`config.mk`:
```
export PLATFORM = sky130hd
export DESIGN_NAME = cfg_header_regs
export DESIGN_NICKNAME = d
export VERILOG_FILES = /design/src/rtl/cfg_header_regs.sv
export SDC_FILE = /design/constraint.sdc
export NUM_CORES = 1
export LEC_CHECK = 0
export CAP_MARGIN = 15
export CELL_PAD_IN_SITES_DETAIL_PLACEMENT = 0
export CELL_PAD_IN_SITES_GLOBAL_PLACEMENT = 1
export CORE_ASPECT_RATIO = 2
export CORE_MARGIN = 2
export CORE_UTILIZATION = 40
export DETAILED_ROUTE_END_ITERATION = 8
export PLACE_DENSITY = 0.89
export SYNTH_ARGS = -nofsm -noshare
export SYNTH_HDL_FRONTEND = slang
export SYNTH_SLANG_ARGS = --single-unit
export TNS_END_PERCENT = 20
```
`constraint.sdc`:
```
create_clock -name clk -period 4.5 [get_ports clk]
set_clock_uncertainty 0.15 [all_clocks]
set_input_delay 0.9 -clock clk [delete_from_list [all_inputs] [get_ports clk]]
set_output_delay 0.9 -clock clk [all_outputs]
set_load 0.005 [all_outputs]
```
`src/rtl/cfg_header_regs.sv`:
```
`timescale 1ns/1ps
module cfg_header_regs #(
  parameter int NUM_BARS = 6,
  parameter logic [15:0] VENDOR_ID  = 16'hC0DE,
  parameter logic [15:0] DEVICE_ID  = 16'h0A51,
  parameter logic [15:0] CMD_INIT   = 16'h0000,
  parameter logic [15:0] STAT_INIT  = 16'h0290,
  parameter logic [7:0]  REVISION   = 8'h03,
  parameter logic [23:0] CLASS_CODE = 24'h058012,
  parameter logic [7:0]  CACHE_INIT = 8'h10,
  parameter logic [7:0]  LAT_INIT   = 8'h40,
  parameter logic [7:0]  HDR_TYPE   = 8'h00,
  parameter logic [7:0]  BIST_INIT  = 8'h00,
  parameter logic [31:0] CIS_PTR    = 32'h0,
  parameter logic [15:0] SUB_VENDOR = 16'hC0DF,
  parameter logic [15:0] SUB_ID     = 16'h0001,
  parameter logic [31:0] ROM_INIT   = 32'h0,
  parameter logic [7:0]  IRQ_LINE   = 8'h0B,
  parameter logic [7:0]  IRQ_PIN    = 8'h01,
  parameter logic [7:0]  MIN_GNT    = 8'h22,
  parameter logic [7:0]  MAX_LAT    = 8'h33,
  parameter logic [NUM_BARS*32-1:0] BAR_INIT =
    {32'h1, 32'h0, 32'h0, 32'h0, 32'h1, 32'h8},
  parameter logic [NUM_BARS*32-1:0] BAR_SIZE =
    {32'h10, 32'h1000, 32'h0, 32'h0, 32'h20, 32'h100},
  parameter logic [NUM_BARS-1:0] LEGACY_MASK = 6'b000100,
  parameter logic [NUM_BARS*32-1:0] LEGACY_ADDR =
    {32'h0, 32'h0, 32'h0, 32'h3F8, 32'h0, 32'h0}
) (
  input  logic                     clk,
  input  logic                     rst_n,
  input  logic                     acc_valid,
  input  logic                     acc_write,
  input  logic [7:0]               acc_addr,
  input  logic [2:0]               acc_size,
  input  logic [31:0]              acc_wdata,
  output logic                     resp_valid,
  output logic                     resp_err,
  output logic [31:0]              resp_data,
  input  logic [31:0]              probe_addr,
  output logic [NUM_BARS*32-1:0]   bar_base,
  output logic [NUM_BARS-1:0]      bar_en,
  output logic [NUM_BARS-1:0]      bar_hit
);
  localparam logic [31:0] IO_MASK  = 32'h3;
  localparam logic [31:0] MEM_MASK = 32'hF;
  localparam logic [7:0]  BAR_LO   = 8'h10;
  localparam logic [7:0]  BAR_HI   = BAR_LO + 8'(NUM_BARS * 4);

  logic [15:0] command_q, status_q;
  logic [7:0]  cache_q, lat_q, irq_line_q;
  logic [31:0] rom_q;
  logic [31:0] bar_q  [NUM_BARS];
  logic [31:0] base_q [NUM_BARS];
  logic [NUM_BARS*32-1:0] bars_rd;

  genvar g;
  generate
    for (g = 0; g < NUM_BARS; g++) begin : g_bar
      localparam logic [31:0] SZ = BAR_SIZE[g*32 +: 32];
      if (SZ != 0 && (SZ & (SZ - 1)) != 0) begin : g_bad_size
        $error("BAR size is not a power of two");
      end
      if (LEGACY_MASK[g]) begin : g_legacy
        assign bars_rd[g*32 +: 32]  = 32'h0;
        assign bar_base[g*32 +: 32] = LEGACY_ADDR[g*32 +: 32];
        assign bar_en[g]            = 1'b1;
        assign bar_hit[g]           = 1'b0;
      end else begin : g_normal
        logic [31:0] off;
        assign off                  = probe_addr - base_q[g];
        assign bars_rd[g*32 +: 32]  = bar_q[g];
        assign bar_base[g*32 +: 32] = base_q[g];
        assign bar_en[g]            = base_q[g] != 32'h0;
        assign bar_hit[g]           = (SZ != 0) && bar_en[g] &&
                                      (probe_addr >= base_q[g]) && (off < SZ);
      end
    end
  endgenerate

  logic [511:0] image, shifted;
  assign image = {MAX_LAT, MIN_GNT, IRQ_PIN, irq_line_q, 64'h0, rom_q,
                  SUB_ID, SUB_VENDOR, CIS_PTR, bars_rd,
                  BIST_INIT, HDR_TYPE, lat_q, cache_q, CLASS_CODE, REVISION,
                  status_q, command_q, DEVICE_ID, VENDOR_ID};
  assign shifted = image >> {acc_addr[5:0], 3'b000};

  logic bad;
  assign bad = (acc_size != 3'd1 && acc_size != 3'd2 && acc_size != 3'd4) ||
               (acc_addr >= 8'h40);

  logic [31:0] rd_val;
  always_comb begin
    case (acc_size)
      3'd1:    rd_val = {24'h0, shifted[7:0]};
      3'd2:    rd_val = {16'h0, shifted[15:0]};
      default: rd_val = shifted[31:0];
    endcase
  end

  logic       bar_sel;
  logic [7:0] bar_rel;
  logic [2:0] bar_idx;
  logic [31:0] bar_old, bar_mask, bar_size, bar_raw, bar_next;
  logic       sizing;
  assign bar_sel  = acc_addr >= BAR_LO && acc_addr < BAR_HI && acc_addr[1:0] == 2'b00;
  assign bar_rel  = acc_addr - BAR_LO;
  assign bar_idx  = bar_rel[4:2];
  assign bar_old  = bar_q[bar_idx];
  assign bar_size = BAR_SIZE[bar_idx*32 +: 32];
  assign bar_mask = bar_old[0] ? IO_MASK : MEM_MASK;
  assign sizing   = acc_wdata == 32'hFFFF_FFFF;
  assign bar_raw  = sizing ? ~(bar_size - 32'h1) : (acc_wdata & ~bar_mask);
  assign bar_next = (bar_raw & ~bar_mask) | (bar_old & bar_mask);

  always_ff @(posedge clk or negedge rst_n) begin
    if (!rst_n) begin
      command_q  <= CMD_INIT;
      status_q   <= STAT_INIT;
      cache_q    <= CACHE_INIT;
      lat_q      <= LAT_INIT;
      irq_line_q <= IRQ_LINE;
      rom_q      <= ROM_INIT;
      for (int i = 0; i < NUM_BARS; i++) begin
        bar_q[i]  <= BAR_INIT[i*32 +: 32];
        base_q[i] <= 32'h0;
      end
      resp_valid <= 1'b0;
      resp_err   <= 1'b0;
      resp_data  <= 32'h0;
    end else begin
      resp_valid <= acc_valid;
      resp_err   <= 1'b0;
      resp_data  <= 32'h0;
      if (acc_valid) begin
        if (bad) begin
          resp_err <= 1'b1;
        end else if (!acc_write) begin
          resp_data <= rd_val;
        end else if (acc_size == 3'd1) begin
          case (acc_addr)
            8'h3C: irq_line_q <= acc_wdata[7:0];
            8'h0C: cache_q    <= acc_wdata[7:0];
            8'h0D: lat_q      <= acc_wdata[7:0];
            8'h08, 8'h0B, 8'h3D, 8'h3E, 8'h3F: ;
            default: resp_err <= 1'b1;
          endcase
        end else if (acc_size == 3'd2) begin
          case (acc_addr)
            8'h04: command_q <= acc_wdata[15:0];
            8'h06: status_q  <= acc_wdata[15:0];
            8'h0C: cache_q   <= acc_wdata[7:0];
            default: resp_err <= 1'b1;
          endcase
        end else if (bar_sel) begin
          if (!LEGACY_MASK[bar_idx]) begin
            bar_q[bar_idx] <= bar_next;
            if (!sizing && bar_raw != 32'h0) base_q[bar_idx] <= bar_raw;
          end
        end else if (acc_addr == 8'h30) begin
          rom_q <= (acc_wdata == 32'hFFFF_FFFE) ? 32'hFFFF_FFFF : acc_wdata;
        end else if (acc_addr == 8'h04) begin
          command_q <= acc_wdata[15:0];
        end
      end
    end
  end
endmodule

```
# Word-level counts from Yosys, hierarchy flattened
# Memory sizes are Yosys's and may differ from the RTL's.
# Index checks and enable logic that the tools add are counted.
dict set report totals {
  ff_bits 506
  latch_bits 0
  mem_bits_rw 0
  rom_bits 8
  mem_count 1
}
dict set report classes {
  add_sub_neg 6
  mul 0
  div_mod_pow 0
  n_lt_le_gt_ge 14
  eq_ne 20
  shift 2
  n_mux 29
  n_bitwise 12
  reduce_logical 34
}
# memory words width rd rd_ports_with_merged_regs write_ports line
set memory_table {}
lappend memory_table {{(no name shown)} 8 1 1 0 0 156} ;# if (!LEGACY_MASK[bar_idx]) begin
# operator n
set ops {}
lappend ops {{$shr 510x9->32} 1}
lappend ops {{$bwmux 192} 2}
lappend ops {{$mux 32} 8}
lappend ops {{$reduce_bool 32->1} 6}
lappend ops {{$shiftx 192x9->32 const A} 1}
lappend ops {{$ge 32x32->1} 4}
lappend ops {{$sub 32x32->32} 4}
lappend ops {{$bmux 32 s3} 1}
lappend ops {{$demux 32 s3} 1}
lappend ops {{$and 32x32->32} 2}
lappend ops {{$eq 32x32->1 const B} 2}
lappend ops {{$mux 16} 4}
lappend ops {{$pmux 32 s2} 1}
lappend ops {{$eq 8x6->1 const B} 5}
lappend ops {{$and 32x4->32} 1}
lappend ops {{$eq 8x4->1 const B} 4}
lappend ops {{$lt 32x13->1 const B} 1}
lappend ops {{$lt 32x5->1 const B} 1}
lappend ops {{$lt 32x6->1 const B} 1}
lappend ops {{$lt 32x9->1 const B} 1}
lappend ops {{$not 32->32} 1}
lappend ops {{$not 4->32} 1}
lappend ops {{$or 32x32->32} 1}
lappend ops {{$sub 32x1->32 const B} 1}
lappend ops {{32 further kinds} 62}

# Logic depth before layout (Yosys ltp)
dict set report logic_depth {
  word_depth 12
  mapped_depth 15
  ltp_nobuf 12
}

# Worst setup path after synthesis
# No wires, ideal clock.
dict set report synth_path {
  path_type {input to output}
  from {input probe_addr[27]}
  to {output bar_hit[4]}
  t_arrival_ps 3779
  required_ps 3450
  path_slack_ps -329
  cell_stages 12
  path_cell_list {ha_1 buf_4 inv_1 o21ba_2 o211ai_1 o221ai_1 or4_1 or4_1 nor4_1 nand4_1 or4_1 nor4_2}
}
dict set report synth_via {
  elab_chain_len 3
  word_cells_on_any_way 5
}
# item line
set synth_lines {}
lappend synth_lines {{start, declared} 40} ;# input logic [31:0] probe_addr,
lappend synth_lines {{$sub 32x32->32 / $ge 32x32->1 (equally long branches)} {71, 76}}
lappend synth_lines {{$lt 32x13->1 / $logic_and 1x1->1 (equally long branches)} {76, 75}}
lappend synth_lines {{$logic_and 1x1->1 (*)} 76} ;# (probe_addr >= base_q[g]) && (off < SZ);
lappend synth_lines {{end, declared} 43} ;# output logic [NUM_BARS-1:0] bar_hit
# Mark *: on every way between the ends. The rest lies on a longest branch, timed or not.

# Worst setup path in the final report
dict set report layout_path {
  from {input probe_addr[23]}
  to {output bar_hit[4]}
}
# The elaborated chain is that of the path after synthesis.

==> results.md <==
- Seq/Total Area, Yosys: 35.3%
- Failing checks: negative setup slack
- Root buffer cell: clkbuf_16
- Register area: 0.0109 mm^2
- Fin crit share: 115%
- GRT overflow: 0
- Initial antenna violation count: 20
- Main synth FF type: dfrtp_1
- Metal3 WL: 13.2 mm
- Critical path's most frequent cell: buf_4
- Filler instances: 7247
- Number of flops mapped to enable cells by yosys: 0
- Yosys cell types: 88
- Multi-input gate area: 0.0193 mm^2
- Vias per Instance: 6.20
- CP endpoint kind: primary output
- Post-route ant nets: 0
- Critical path, cell by cell: dlygate4sd2_1 -> buf_6 -> ha_4 -> a21oi_2 -> o21bai_2 -> nor3_2 -> buf_4 -> buf_4 -> buf_4 -> buf_4 -> buf_4 -> buf_4 -> buf_4 -> buf_4 -> buf_4 -> buf_4 -> buf_4 -> buf_4 -> buf_4 -> nor3_1 -> o21ai_1 -> nor4_4 -> buf_2
- Clock latency on the worst-skew pair: 650 ps
- TritonCTS buffer count: 46
- PD cells: 246 mW/mm^2
- Reg clk slew, reported paths: 70 ps
- Routed WL: 180 mm
- Critical-path maximum fanout: 3
- Total track usage: 44.8%
- Setup-failing EPs final: 4
- Crit path time final: 5180 ps
- Vias in the first global route: 34700
- Core ar.: 0.0768 mm^2
- First-pass GRT wire length: 253 mm
- Worst path max stage delay: 330 ps
- Status: finished with violations
- Post-CTS Hold Fix Bufs: 0
- Worst slew pin tran: 1320 ps
- Final Hold Viols: 0
- Mapped Cells: 3656
- IO Count: 317
- Relative slew slack: 11.3%
- Clock sinks: 435
- Req. time, crit path: 3450 ps
- Layout area overhead: 39.9%
- CP top delay family: buffers and inverters
- Setup crit start kind: input port
- Asr flop ratio synth: 100%
- DR iter-0 viols: 3222
- # rows: 144
- Commonest cells post-synth: nand2_1 (521), o21ai_0 (455), dfrtp_1 (424)
- RSZ-0062 raised after global routing: true
- DP Wirelength: 137 mm
- Top Metal Used: met5
- PortBufs: 269
- Yosys top cell by area: dfrtp_1
- Drt first pass iters: 7
- Nets: 4708
- CTS tree: yes
- DIE WIDTH: 200 um
- Met2 WL: 84.9 mm
- WP buf/inv: 16
- DR vias: 34700
- Critical path arrival: 4130 ps
- FF+latch count, synth: 435
- Wire per inst: 32.1 um
- GP Congestion: 1.10
- Clock buffer depth: 3
- Max-Cap Viols: 0
- Initial Util: 40.2%
- Total of warnings raised by yosys: 0
- H-tree depth: 2
- Die height: 397 um
- Met1 wire length: 55.1 mm
- CP max stage cell: nor4_4
- Largest net degree at the start of global routing: 107
- Post-Syn Area: 0.0308 mm^2
- PnR worst setup slack: -680 ps
- VDD IR-drop max: 256 uV
- Share of layout cells above drive strength 1: 27.3%
- Kind of critical path: input port to primary output
- Achievable frequency: 0.193 GHz
- Top cells by area, synth: dfrtp_1 (34%), o21ai_0 (7.4%), nand2_1 (6.3%), mux2i_1 (5.3%), ha_1 (5.2%)
- Most common cell in the synthesized netlist: nand2_1
- Static Leak: 18.9 nW
- Core Util, Final: 56.2%
- Avg Inst Size Synth: 8.43 um^2
- Residual DRC: 0
- Hold crit path type: input port to asynchronous set/reset pin
- Die area: 0.0795 mm^2
- Max Slew Vio Count: 0
- Smallest hold slack: 115 ps
- Yosys top cell area share: 34.4%
## cell type report
type,instances,area share [%]
multi-input combinational,2790,44.6
timing repair buffer,1051,21.6
sequential,435,25.3
tap,1022,2.96
antenna,30,0.174
clock buffer,55,2.86
clock inverter,30,0.951
inverter,178,1.55
## worst register-to-register path, stage by stage (launching register included)
cell	delay, ps
dfrtp_1	450
mux2_2	320
o211ai_1	270
o31ai_1	220
o21a_1	270
o311ai_1	510
inv_1	80
buf_4	190
nand2_2	100
buf_12	240
o21ai_0	180
## worst paths after layout
kind / from / to / slack [ps] / depth (start not counted)
setup / recovery: probe_addr[23] / bar_hit[4] / -680 / 23
hold / removal: rst_n / bar_base[56] / 110 / 1
setup reg to reg: bar_q[160] / bar_base[186] / 1360 / 10
hold reg to reg: bar_q[96] / bar_q[96] / 230 / 0
max in group asynchronous: rst_n / bar_q[128] / 3000 / 2
min in group clk: bar_q[96] / bar_q[96] / 230 / 0
## cells by family after synthesis
family	count (synthesis)	synth area share (%)
AOI/OAI and AO/OA	1186	23.8
xor gates and xnor gates	41	1.16
adders and majority gates	127	5.15
buffers and inverters	474	6.37
DFF	435	35.3
muxes	333	12.7
other	2	0.0244
and+or+nand+nor	1058	15.4
## where the power goes
part	leakage (nW)	switching (mW)	internal [mW]
clock	0.805	1.92	2.45
sequential	6.01	0.00617	3.92
combinational	12.1	1.43	0.893
total	18.9	3.36	7.26
## cells in the final DEF (no fill, tap or decap), types with 36 or more instances in the layout
cell             count
nand4_1             44
nor3_1              63
nand2_1            515
conb_1              45
buf_12              61
dfrtp_1            424
clkdlybuf4s50_1    230
nand3_1             45
mux2i_1            160
a21oi_1            211
ha_1                89
buf_4              707
nor4_1              45
ha_4                36
mux2_2             136
o22ai_1             47
nor2_1             203
inv_1              171
a21o_1              48
clkbuf_16           46
a211oi_1            52
o21ai_0            437
## stage by stage
step	worst slack (ps)	TNS (ps)	instances	power [mW]	cell area [um^2]
finish	-680	-2430	5591	10.6	43100
floorplan	-68.0	-131	3699	4.87	31100
global route	-811	-2990	5570	10.9	43100
CTS	-716	-2770	5552	10.5	42700
global placement	-1790	-6580	5440	6.10	40100
detailed placement	-1760	-6810	5440	6.10	40100
## sequential cells by signal, summed over array words and instances (netlist names)
signal and cells:
bar_q 163, bar_base 150, rom_q 32, resp_valid 1
resp_data 32, resp_err 1, cache_q 8, lat_q 8
irq_line_q 8, command_q 16, status_q 16
## per-layer routing
| metal | vias to the layer above | global-route usage, % |
|---|---|---|
| li1 | 15000 | - |
| met1 | 16700 | 42.9 |
| met2 | 2106 | 74.6 |
| met3 | 888 | 9.26 |
| met4 | 6 | 52.6 |
| met5 | - | 0 |
## what timing repair did
action / CTS / global route
gates resized for setup: 215 / 67
setup buffers: 28 / 7
setup endpoints to repair: 4 / 4
pin swaps: 64 / 39
(Power assumes the default switching activity.)
